`src/rtl/rxsg_pkg.sv`:
```
package rxsg_pkg;
  localparam int LENW = 23;

  typedef enum logic [3:0] {
    E_WAIT, E_RSTAT, E_RNEXT, E_RBUF, E_RCTRL,
    E_DATA, E_APP, E_WSTAT, E_STEP, E_END
  } eng_state_t;

  // descriptor field offsets in bytes
  localparam logic [7:0] OFS_NEXT = 8'h00;
  localparam logic [7:0] OFS_BUF  = 8'h04;
  localparam logic [7:0] OFS_CTRL = 8'h08;
  localparam logic [7:0] OFS_STAT = 8'h0C;
  localparam logic [7:0] OFS_APP  = 8'h10;

  function automatic logic [LENW-1:0] slice_len(input logic [LENW-1:0] cap,
                                                input logic [LENW-1:0] rem);
    return (cap > rem) ? rem : cap;
  endfunction

  function automatic logic [31:0] status_word(input logic [LENW-1:0] len,
                                              input logic sof, input logic eof);
    return {1'b1, 3'b000, sof, eof, 3'b000, len};
  endfunction
endpackage

```
`src/rtl/rxsg_meta.sv`:
```
module rxsg_meta #(
  parameter int NWORDS = 5
) (
  input  logic                    clk,
  input  logic                    rst_n,
  input  logic                    meta_valid,
  input  logic [31:0]             meta_data,
  input  logic                    meta_last,
  output logic [NWORDS-1:0][31:0] app_words,
  output logic                    commit,
  output logic                    meta_err
);
  localparam int CW = $clog2(NWORDS + 1);

  logic [NWORDS-1:0][31:0] stage;
  logic [CW-1:0]           cnt;
  logic                    end_msg;

  assign end_msg = meta_valid && meta_last;
  assign commit  = end_msg && (cnt == CW'(NWORDS - 1));

  always_ff @(posedge clk) begin
    if (!rst_n) begin
      cnt       <= '0;
      stage     <= '0;
      app_words <= '0;
      meta_err  <= 1'b0;
    end else begin
      meta_err <= end_msg && !commit;
      if (meta_valid) begin
        if (meta_last) cnt <= '0;
        else if (cnt < CW'(NWORDS)) cnt <= cnt + 1'b1;
        for (int k = 0; k < NWORDS; k++)
          if (cnt == CW'(k)) stage[k] <= meta_data;
      end
      if (commit)
        for (int k = 0; k < NWORDS; k++)
          app_words[k] <= (k == NWORDS - 1) ? meta_data : stage[k];
    end
  end
endmodule

```
`src/rtl/rxsg_chan.sv`:
```
module rxsg_chan #(
  parameter int AW = 32
) (
  input  logic          clk,
  input  logic          rst_n,
  input  logic          run,
  input  logic          cur_wr,
  input  logic [AW-1:0] cur_ptr,
  input  logic          tail_wr,
  input  logic [AW-1:0] tail_ptr,
  input  logic          set_halt,
  input  logic          set_idle,
  input  logic          advance,
  input  logic [AW-1:0] next_ptr,
  output logic [AW-1:0] cur_q,
  output logic [AW-1:0] tail_q,
  output logic          halted_q,
  output logic          idle_q,
  output logic          chan_ok
);
  logic run_q, start;

  assign start   = run && !run_q;
  assign chan_ok = run && !idle_q;

  always_ff @(posedge clk) begin
    if (!rst_n) begin
      run_q    <= 1'b0;
      halted_q <= 1'b1;
      idle_q   <= 1'b0;
      cur_q    <= '0;
      tail_q   <= '0;
    end else begin
      run_q <= run;
      if (start)         halted_q <= 1'b0;
      else if (set_halt) halted_q <= 1'b1;
      if (start || tail_wr) idle_q <= 1'b0;
      else if (set_idle)    idle_q <= 1'b1;
      if (cur_wr)       cur_q <= cur_ptr;
      else if (advance) cur_q <= next_ptr;
      if (tail_wr) tail_q <= tail_ptr;
    end
  end
endmodule

```
`src/rtl/rxsg_engine.sv`:
```
module rxsg_engine
  import rxsg_pkg::*;
#(
  parameter int AW     = 32,
  parameter int LW     = 16,
  parameter int NWORDS = 5
) (
  input  logic                    clk,
  input  logic                    rst_n,
  input  logic                    chan_ok,
  input  logic                    frm_valid,
  input  logic [LW-1:0]           frm_len,
  output logic                    frm_ready,
  input  logic                    din_valid,
  input  logic [7:0]              din,
  output logic                    din_ready,
  input  logic [NWORDS-1:0][31:0] app_words,
  input  logic [AW-1:0]           cur,
  input  logic [AW-1:0]           tail,
  output logic                    mem_req,
  output logic                    mem_we,
  output logic                    mem_byte,
  output logic [AW-1:0]           mem_addr,
  output logic [31:0]             mem_wdata,
  input  logic                    mem_ack,
  input  logic [31:0]             mem_rdata,
  output logic                    set_halt,
  output logic                    set_idle,
  output logic                    advance,
  output logic [AW-1:0]           next_ptr,
  output logic                    stat_wr,
  output logic                    frame_cmpl,
  output logic                    cnt_valid,
  output logic [LW-1:0]           cnt_bytes
);
  localparam int IW = (NWORDS > 1) ? $clog2(NWORDS) : 1;

  eng_state_t      st;
  logic [LW-1:0]   remain, count;
  logic [AW-1:0]   nxt, bufp;
  logic [LENW-1:0] slice, boff, fit;
  logic            first, last, have;
  logic [7:0]      byte_q;
  logic [IW-1:0]   aidx;

  assign fit        = slice_len(mem_rdata[LENW-1:0], LENW'(remain));
  assign frm_ready  = chan_ok && (st == E_WAIT);
  assign din_ready  = (st == E_DATA) && !have && (boff != slice);
  assign set_halt   = (st == E_RSTAT) && mem_ack && mem_rdata[31];
  assign advance    = (st == E_STEP);
  assign set_idle   = advance && (cur == tail);
  assign next_ptr   = nxt;
  assign stat_wr    = (st == E_WSTAT);
  assign cnt_valid  = (st == E_END);
  assign frame_cmpl = cnt_valid && last;
  assign cnt_bytes  = count;

  always_comb begin
    mem_req   = 1'b0;
    mem_we    = 1'b0;
    mem_byte  = 1'b0;
    mem_addr  = cur;
    mem_wdata = '0;
    unique case (st)
      E_RSTAT: begin mem_req = 1'b1; mem_addr = cur + AW'(OFS_STAT); end
      E_RNEXT: begin mem_req = 1'b1; mem_addr = cur + AW'(OFS_NEXT); end
      E_RBUF:  begin mem_req = 1'b1; mem_addr = cur + AW'(OFS_BUF);  end
      E_RCTRL: begin mem_req = 1'b1; mem_addr = cur + AW'(OFS_CTRL); end
      E_DATA: begin
        mem_req   = have;
        mem_we    = 1'b1;
        mem_byte  = 1'b1;
        mem_addr  = bufp + AW'(boff);
        mem_wdata = {24'b0, byte_q};
      end
      E_APP: begin
        mem_req   = 1'b1;
        mem_we    = 1'b1;
        mem_addr  = cur + AW'(OFS_APP) + AW'({aidx, 2'b00});
        mem_wdata = app_words[aidx];
      end
      E_WSTAT: begin
        mem_req   = 1'b1;
        mem_we    = 1'b1;
        mem_addr  = cur + AW'(OFS_STAT);
        mem_wdata = status_word(slice, first, last);
      end
      default: ;
    endcase
  end

  always_ff @(posedge clk) begin
    if (!rst_n) begin
      st <= E_WAIT;
      remain <= '0; count <= '0; nxt <= '0; bufp <= '0;
      slice <= '0; boff <= '0; first <= 1'b0; last <= 1'b0;
      have <= 1'b0; byte_q <= '0; aidx <= '0;
    end else begin
      unique case (st)
        E_WAIT: if (frm_valid && chan_ok) begin
          remain <= frm_len; count <= '0;
          first <= 1'b1; last <= 1'b0;
          st <= E_RSTAT;
        end
        E_RSTAT: if (mem_ack) st <= mem_rdata[31] ? E_END : E_RNEXT;
        E_RNEXT: if (mem_ack) begin nxt <= mem_rdata; st <= E_RBUF; end
        E_RBUF:  if (mem_ack) begin bufp <= mem_rdata; st <= E_RCTRL; end
        E_RCTRL: if (mem_ack) begin
          slice <= fit;
          last  <= (fit == LENW'(remain));
          boff  <= '0;
          have  <= 1'b0;
          st    <= E_DATA;
        end
        E_DATA: begin
          if (have) begin
            if (mem_ack) begin
              have <= 1'b0; boff <= boff + 1'b1;
              remain <= remain - 1'b1; count <= count + 1'b1;
            end
          end else if (boff == slice) begin
            aidx <= '0;
            st   <= last ? E_APP : E_WSTAT;
          end else if (din_valid) begin
            byte_q <= din; have <= 1'b1;
          end
        end
        E_APP: if (mem_ack) begin
          if (aidx == IW'(NWORDS - 1)) st <= E_WSTAT;
          else aidx <= aidx + 1'b1;
        end
        E_WSTAT: if (mem_ack) st <= E_STEP;
        E_STEP: begin
          first <= 1'b0;
          st <= (set_idle || last) ? E_END : E_RSTAT;
        end
        default: st <= E_WAIT;
      endcase
    end
  end
endmodule

```
`src/rtl/rxsg_writer.sv`:
```
module rxsg_writer #(
  parameter int AW     = 32,
  parameter int LW     = 16,
  parameter int NWORDS = 5
) (
  input  logic          clk,
  input  logic          rst_n,
  input  logic          run,
  input  logic          cur_wr,
  input  logic [AW-1:0] cur_ptr,
  input  logic          tail_wr,
  input  logic [AW-1:0] tail_ptr,
  input  logic          frm_valid,
  input  logic [LW-1:0] frm_len,
  output logic          frm_ready,
  input  logic          din_valid,
  input  logic [7:0]    din,
  output logic          din_ready,
  input  logic          meta_valid,
  input  logic [31:0]   meta_data,
  input  logic          meta_last,
  output logic          meta_err,
  output logic          mem_req,
  output logic          mem_we,
  output logic          mem_byte,
  output logic [AW-1:0] mem_addr,
  output logic [31:0]   mem_wdata,
  input  logic          mem_ack,
  input  logic [31:0]   mem_rdata,
  output logic          halted,
  output logic          idle,
  output logic [AW-1:0] cur_desc,
  output logic          frame_cmpl,
  output logic          cnt_valid,
  output logic [LW-1:0] cnt_bytes
);
  logic [NWORDS-1:0][31:0] app_words;
  logic                    meta_commit, chan_ok;
  logic                    set_halt, set_idle, advance, stat_wr;
  logic [AW-1:0]           tail_q, next_ptr;

  rxsg_meta #(.NWORDS(NWORDS)) u_meta (
    .clk(clk), .rst_n(rst_n), .meta_valid(meta_valid), .meta_data(meta_data),
    .meta_last(meta_last), .app_words(app_words), .commit(meta_commit),
    .meta_err(meta_err)
  );

  rxsg_chan #(.AW(AW)) u_chan (
    .clk(clk), .rst_n(rst_n), .run(run), .cur_wr(cur_wr), .cur_ptr(cur_ptr),
    .tail_wr(tail_wr), .tail_ptr(tail_ptr), .set_halt(set_halt),
    .set_idle(set_idle), .advance(advance), .next_ptr(next_ptr),
    .cur_q(cur_desc), .tail_q(tail_q), .halted_q(halted), .idle_q(idle),
    .chan_ok(chan_ok)
  );

  rxsg_engine #(.AW(AW), .LW(LW), .NWORDS(NWORDS)) u_eng (
    .clk(clk), .rst_n(rst_n), .chan_ok(chan_ok), .frm_valid(frm_valid),
    .frm_len(frm_len), .frm_ready(frm_ready), .din_valid(din_valid),
    .din(din), .din_ready(din_ready), .app_words(app_words), .cur(cur_desc),
    .tail(tail_q), .mem_req(mem_req), .mem_we(mem_we), .mem_byte(mem_byte),
    .mem_addr(mem_addr), .mem_wdata(mem_wdata), .mem_ack(mem_ack),
    .mem_rdata(mem_rdata), .set_halt(set_halt), .set_idle(set_idle),
    .advance(advance), .next_ptr(next_ptr), .stat_wr(stat_wr),
    .frame_cmpl(frame_cmpl), .cnt_valid(cnt_valid), .cnt_bytes(cnt_bytes)
  );
endmodule

```
`config.mk`:
```
export PLATFORM = sky130hd
export DESIGN_NAME = rxsg_writer
export DESIGN_NICKNAME = d
export VERILOG_FILES = /design/src/rtl/rxsg_pkg.sv /design/src/rtl/rxsg_meta.sv /design/src/rtl/rxsg_chan.sv /design/src/rtl/rxsg_engine.sv /design/src/rtl/rxsg_writer.sv
export SDC_FILE = /design/constraint.sdc
export NUM_CORES = 1
export LEC_CHECK = 0
export BUFFER_PORTS_ARGS = -buffer_cell sky130_fd_sc_hd__buf_2
export CORE_MARGIN = 2
export CORE_UTILIZATION = 51
export CTS_CLUSTER_DIAMETER = 120
export DETAILED_ROUTE_END_ITERATION = 12
export GPL_ROUTABILITY_DRIVEN = 0
export GPL_TIMING_DRIVEN = 0
export PLACE_DENSITY = 0.71
export SYNTH_ARGS = -nofsm -noshare
export SYNTH_HDL_FRONTEND = slang
export SYNTH_SLANG_ARGS = --single-unit
```
`constraint.sdc`:
```
create_clock -name clk -period 12.28 [get_ports clk]
set_input_delay 2.456 -clock clk [delete_from_list [all_inputs] [get_ports clk]]
set_output_delay 2.456 -clock clk [all_outputs]
set_load 0.01 [all_outputs]
```
==> results of run 1 <==
area by class of cell:
type / instances / area, µm²
Fill cell: 4768 / 20000
Timing Repair Buffer: 280 / 1400
Sequential cell: 519 / 10400
Tap cell: 672 / 841
Buffer: 235 / 891
Inverter: 50 / 188
Antenna cell: 2 / 5.00
Clock buffer: 78 / 1620
Clock inverter: 24 / 324
Multi-Input combinational cell: 2429 / 14400
per-stage QoR:
step	hold slack, ns	area, µm²
floorplan	0.432	25900
global placement	0.438	28100
detailed placement	0.443	28100
CTS	0.449	30100
global route	0.466	30100
finish	0.446	30100
per-layer routing:
metal	wire, µm	part of all wire
met1	37100	0.40
met2	42800	0.46
met3	8360	0.090
met4	5140	0.055
met5	65	0.00070
critical path, delay by kind of cell, from the launching register on:
| family | cells | cell delay (ns) |
|---|---|---|
| AO/OA/AOI/OAI | 3 | 0.60 |
| multiplexers | 1 | 0.34 |
| flip-flops | 1 | 0.31 |
| AND/OR/NAND/NOR | 7 | 2.16 |
| adder cells (fa/ha/maj) | 1 | 0.41 |
| buffers and inverters | 4 | 0.80 |
Yosys cell counts (all sizes together), types with 32 or more instances:
cell,n
xor2,75
nand3,52
xnor2,49
nand4,41
mux4,32
nor3,35
inv,48
dfxtp,519
mux2i,75
nor2,121
clkbuf,218
nor2b,54
a21boi,190
ha,57
a22oi,51
and2,43
o21ai,144
nand2,857
a21oi,268
final timing paths:
| kind | startpoint | end | slack [ns] | depth (start not counted) |
|---|---|---|---|---|
| min reg2reg | u_meta.stage[93]$_SDFFE_PN0P_ | u_meta.app_words[93]$_SDFFE_PN0P_ | 0.45 | 2 |
| max | u_eng.st[0]$_SDFFE_PN0P_ | mem_addr[30] | 4.59 | 16 |
| max reg2reg | u_eng.st[1]$_SDFFE_PN0P_ | u_eng.boff[19]$_SDFFE_PN0P_ | 8.83 | 8 |
| min | u_meta.stage[93]$_SDFFE_PN0P_ | u_meta.app_words[93]$_SDFFE_PN0P_ | 0.45 | 2 |
flip-flops by register name (all words and copies together) (netlist names):
| signal | cells |
|---|---|
| u_chan.cur_q | 32 |
| u_chan.halted_q | 1 |
| u_chan.idle_q | 1 |
| u_chan.run_q | 1 |
| u_chan.tail_q | 32 |
| u_eng.aidx | 3 |
| u_eng.boff | 23 |
| u_eng.bufp | 32 |
| u_eng.byte_q | 8 |
| u_eng.cnt_bytes | 16 |
| u_eng.first | 1 |
| u_eng.have | 1 |
| u_eng.last | 1 |
| u_eng.next_ptr | 32 |
| u_eng.remain | 16 |
| u_eng.slice | 23 |
| u_eng.st | 4 |
| u_meta.app_words | 160 |
| u_meta.cnt | 3 |
| u_meta.meta_err | 1 |
| u_meta.stage | 128 |
kinds of logic (layout without fill, tap and decap cells):
family                   Yosys count  in the layout  synth area share
AO/OA/AOI/OAI                    831            831             0.206
adder cells (fa/ha/maj)           60             60            0.0299
AND/OR/NAND/NOR                 1305           1305             0.221
XOR/XNOR                         124            124            0.0420
other                              0              2                 0
flip-flops                       519            519             0.402
buffers and inverters            285            667            0.0417
multiplexers                     109            109            0.0578
where the power goes:
part / internal (µW) / switching (µW)
clock network: 1050 / 730
registers: 1740 / 57.6
logic: 248 / 513
==> summary.md, run 1 <==
| Metric | Value |
|---|---|
| Max Transition Viols Final | 0 |
| WS Path Type | register to primary output |
| Antenna viol nets, final | 0 |
| Cells after synthesis | 3233 |
| Most frequent cells in the layout | 856 x nand2_1, 519 x dfxtp_1, 284 x buf_2 |
| # setup viols final | 0 |
| Final Worst Setup Slack | 4.59 ns |
| # IOs | 284 |
| Worst VDD drop | 0.124 mV |
| Clock skew | 0.0262 ns |
| Share of layout cells above drive strength 1 | 0.124 |
| Final nets | 3791 |
| Chip height | 229 µm |
| Syn nets | 3455 |
| GR Util All Layers | 0.345 |
| Max-Cap Viols | 0 |
| Avg Cell Area, Syn | 8.00 µm² |
| CP max stage delay | 0.64 ns |
| Final WL | 93400 µm |
| Count of different cell masters after synthesis | 77 |
| Clock Path Buffers | 3 |
| GRT met3 Usage | 0.0695 |
| Core area | 0.0501 mm² |
| Root buffer cell | clkbuf_16 |
| Pre-CTS WS | 5.40 ns |
| Routed vias/inst | 5.93 |
| Post-Syn Area | 0.0259 mm² |
| WL per Instance | 21.8 µm |
| Synth area leader | dfxtp_1 |
| Clock sinks | 519 |
| Violation count after the first detailed-route iteration | 2901 |
| Unrepaired setup endpoints after global routing | no |
| Fin crit period | 7.69 ns |
| Die ar. | 0.0525 mm² |
| Cts hold-fix bufs | 0 |
| Worst-margin pin slew | 1.34 ns |
| Initial antenna violation count | 7 |
| PnR Total Power | 4340 µW |
| Primary FF master, synth | dfxtp_1 |
| Largest net degree at the start of global routing | 16 |
| WP data required | 9.82 ns |
| Postcts setup bufs | 0 |
| Crit-path cells | buf_4 -> and2b_1 -> o21ai_1 -> clkbuf_1 -> nor2_1 -> inv_1 -> fa_1 -> nand3b_1 -> or4b_1 -> nor3_2 -> nand3_1 -> nor2_1 -> mux2_2 -> a22oi_1 -> o21ai_0 -> buf_2 |
| Top cell type's share of synthesized area | 0.402 |
| H-Tree Depth | 2 |
| Vias | 25400 |
| Inst Count DP | 4185 |
| Initial Util | 0.517 |
| Pre-antenna DRT Iters | 9 |
| PwrDens | 144 mW/mm² |
| Met1 usage | 0.435 |
| Share of the yosys chip area belonging to registers | 0.402 |
| Worst EP arrival | 5.23 ns |
| Die X | 229 µm |
| Fmax | 130 MHz |
| Met2 usage | 0.562 |
| Commonest non-fill, non-tap cell in the layout | nand2_1 |
| Top cells by area, synth | dfxtp_1 40%, nand2_1 12%, a21boi_0 5.5% |
| Leakage | 0.0110 µW |
| Most Frequent Cell on Critical Path | nor2_1 |
| Hold Path Class | register to register |
| Critical Path End Type | primary output |
| Final setup TNS | 0 ns |
| Fin crit share | 0.626 |
| Post-CTS Resized | 0 |
| Slowest CP cell | or4b_1 |
| Global-route wire length before repair | 141000 µm |
| Post-layout util | 0.600 |
| CP startpoint kind | register |
| Vias in the first global route | 23800 |
| Fin. Hold Viols | 0 |
| Synth Register Bits | 519 |
| Synth-to-Final Area Change | 16.2% |
| DRC viols | 0 |
| Synth Warn # | 0 |
| Worst-path fanout max | 10 |
| PortBufs | 280 |
| Grt peak-use layer | met2 |
| Hpwl dp | 69800 µm |
| Clk Latency, worst-skew pair | 0.63 ns |
| Async set or reset register ratio after synthesis | 0 |
| TritonCTS clock tree | done |
| Number of flops mapped to enable cells by yosys | 0 |
| Grt ovf | 0 |
| Inserted Clock Buffers | 54 |
| Worst slew margin relative to its limit | 0.0960 |
| Clock transition at the registers of the reported paths | 0.06 ns |
| Status | finished clean |
| Non-Filler Instances | 4289 |
| Row cnt | 82 |
Power figures use the tool's default switching activity.
==> run 2: changes to the inputs <==
--- a/config.mk
+++ b/config.mk
@@ -12,7 +12,7 @@
 export DETAILED_ROUTE_END_ITERATION = 12
 export GPL_ROUTABILITY_DRIVEN = 0
 export GPL_TIMING_DRIVEN = 0
-export PLACE_DENSITY = 0.71
+export PLACE_DENSITY = 0.74
 export SYNTH_ARGS = -nofsm -noshare
 export SYNTH_HDL_FRONTEND = slang
 export SYNTH_SLANG_ARGS = --single-unit
==> constraint.sdc (replaced) <==
create_clock -name clk -period 6.9 [get_ports clk]
set_input_delay 1.38 -clock clk [delete_from_list [all_inputs] [get_ports clk]]
set_output_delay 1.38 -clock clk [all_outputs]
set_load 0.01 [all_outputs]
==> summary.md, run 2 (synthesis results as in run 1) <==
| Metric | Value |
|---|---|
| Grt ovf | 0 |
| Status | finished clean |
| Max Transition Viols Final | 0 |
| Fin. Hold Viols | 0 |
| Inserted Clock Buffers | 54 |
| Worst VDD drop | 0.242 mV |
| Share of layout cells above drive strength 1 | 0.124 |
| Violation count after the first detailed-route iteration | 3353 |
| H-Tree Depth | 2 |
| Min Hold Slack | 0.431 ns |
| CP startpoint kind | register |
| Vias | 25800 |
| # fillers | 4579 |
| WL per Instance | 21.7 µm |
| PwrDens | 259 mW/mm² |
| Die ar. | 0.0525 mm² |
| Clk Latency, worst-skew pair | 0.66 ns |
| Critical Path End Type | primary output |
| Global-route wire length before repair | 140000 µm |
| Largest net degree at the start of global routing | 18 |
| Multi-input logic area | 0.0144 mm² |
| # IOs | 284 |
| Cts hold-fix bufs | 0 |
| Initial Util | 0.517 |
| Pre-antenna DRT Iters | 13 |
| Fmax | 153 MHz |
| Core area | 0.0501 mm² |
| Inserted Diodes | 0 |
| Worst EP arrival | 5.15 ns |
| Final nets | 3791 |
| Most frequent cells in the layout | 856 x nand2_1, 519 x dfxtp_1, 284 x buf_2 |
| Hold Path Class | register to register |
| Worst-path fanout max | 10 |
| Fin crit share | 0.946 |
| Clock sinks | 519 |
| Clock transition at the registers of the reported paths | 0.07 ns |
| Initial antenna violation count | 2 |
| Final setup TNS | 0 ns |
| Max-Cap Viols | 0 |
| Largest register FFs | 160 |
| Hpwl dp | 68600 µm |
| Synth-to-Final Area Change | 16.4% |
| Clock Path Buffers | 3 |
| Commonest non-fill, non-tap cell in the layout | nand2_1 |
| Vias in the first global route | 23900 |
| Leakage | 0.0110 µW |
| Antenna viol nets, final | 0 |
| # setup viols final | 0 |
| Root buffer cell | clkbuf_16 |
| GR Util All Layers | 0.344 |
| Row cnt | 82 |
| Flop2flop setup slack | 3.35 ns |
| Routed vias/inst | 6.01 |
| Fin crit period | 6.53 ns |
| Worst-margin pin slew | 1.30 ns |
| Chip height | 229 µm |
| Unrepaired setup endpoints after global routing | no |
| WS Path Type | register to primary output |
| DRC viols | 0 |
| Largest register by flop count | u_meta.app_words |
| Sequential cell area | 0.0104 mm² |
| PortBufs | 280 |
| WP data required | 5.52 ns |
| Slowest CP cell | or4b_1 |
| Worst slew margin relative to its limit | 0.128 |
| Die X | 229 µm |
| TritonCTS clock tree | done |
| Crit-path cells | buf_4 -> and2b_1 -> o21ai_2 -> clkbuf_1 -> nor2_1 -> inv_1 -> fa_1 -> nand3b_1 -> or4b_1 -> nor3_2 -> nand3_1 -> a221oi_1 -> nand3_1 -> o21ai_0 -> o21ai_0 -> buf_2 |
| Largest regs | u_meta.app_words x160, u_meta.stage x128 |
| Final WL | 93000 µm |
| Clock skew | 0.0382 ns |
| CP max stage delay | 0.62 ns |
[run 2: repair_timing]
action	4_1_cts	5_1_grt
hold endpoints to repair	0	0
buffers inserted	0	0
resized for setup	0	1
endpoints found under the setup margin	0	1
[run 2: path summary, 6_finish.rpt]
path | depth (start not counted) | from | to
hold reg to reg | 2 | u_meta.stage[64]$_SDFFE_PN0P_ | u_meta.app_words[64]$_SDFFE_PN0P_
setup / recovery | 16 | u_eng.st[0]$_SDFFE_PN0P_ | mem_addr[22]
setup reg to reg | 12 | u_eng.aidx[0]$_SDFFE_PN0P_ | u_eng.st[1]$_SDFFE_PN0P_
hold / removal | 2 | u_meta.stage[64]$_SDFFE_PN0P_ | u_meta.app_words[64]$_SDFFE_PN0P_
[run 2: routing by layer]
metal	track usage	wire, µm	vias up
met2	0.527	40400	1513
met1	0.460	37300	12100
met5	0	13	-
met4	0.169	4820	2
li1	-	-	11800
met3	0.0752	10500	326
[run 2: report_power, final]
group	leakage, µW	total (µW)	internal (µW)	switching, µW
clock network	0.000965	3240	1920	1320
registers	0.00420	3200	3100	105
logic	0.00581	1350	441	910
[run 2: metrics by stage]
| stage | instance area, µm² | utilization | total power, µW | worst slack (ns) | std cells |
|---|---|---|---|---|---|
| 2_1_floorplan | 25900 | - | 4030 | 2.06 | 3233 |
| 3_3_place_gp | 28100 | 0.561 | 4530 | 1.10 | 4185 |
| 3_5_place_dp | 28100 | 0.561 | 4540 | 1.12 | 4185 |
| 4_1_cts | 30100 | 0.601 | 7740 | 0.414 | 4284 |
| 5_1_grt | 30100 | 0.601 | 8040 | 0.136 | 4284 |
| 6_report | 30100 | 0.601 | 7800 | 0.372 | 4284 |
[run 2: worst max-delay path: cells and delay by family, from the launching register on]
kind                     cells  cell delay, ns
AND/OR/NAND/NOR              7            2.04
AO/OA/AOI/OAI                4            0.94
buffers and inverters        4            0.78
adder cells (fa/ha/maj)      1            0.41
flip-flops                   1            0.31
[run 2: area by class of cell]
| type | count | area share |
|---|---|---|
| buffer | 235 | 0.0296 |
| clock buffer | 72 | 0.0511 |
| clock inverter | 27 | 0.0153 |
| inverter | 50 | 0.00623 |
| multi-input combinational | 2429 | 0.478 |
| sequential | 519 | 0.345 |
| tap | 672 | 0.0279 |
| timing repair buffer | 280 | 0.0465 |
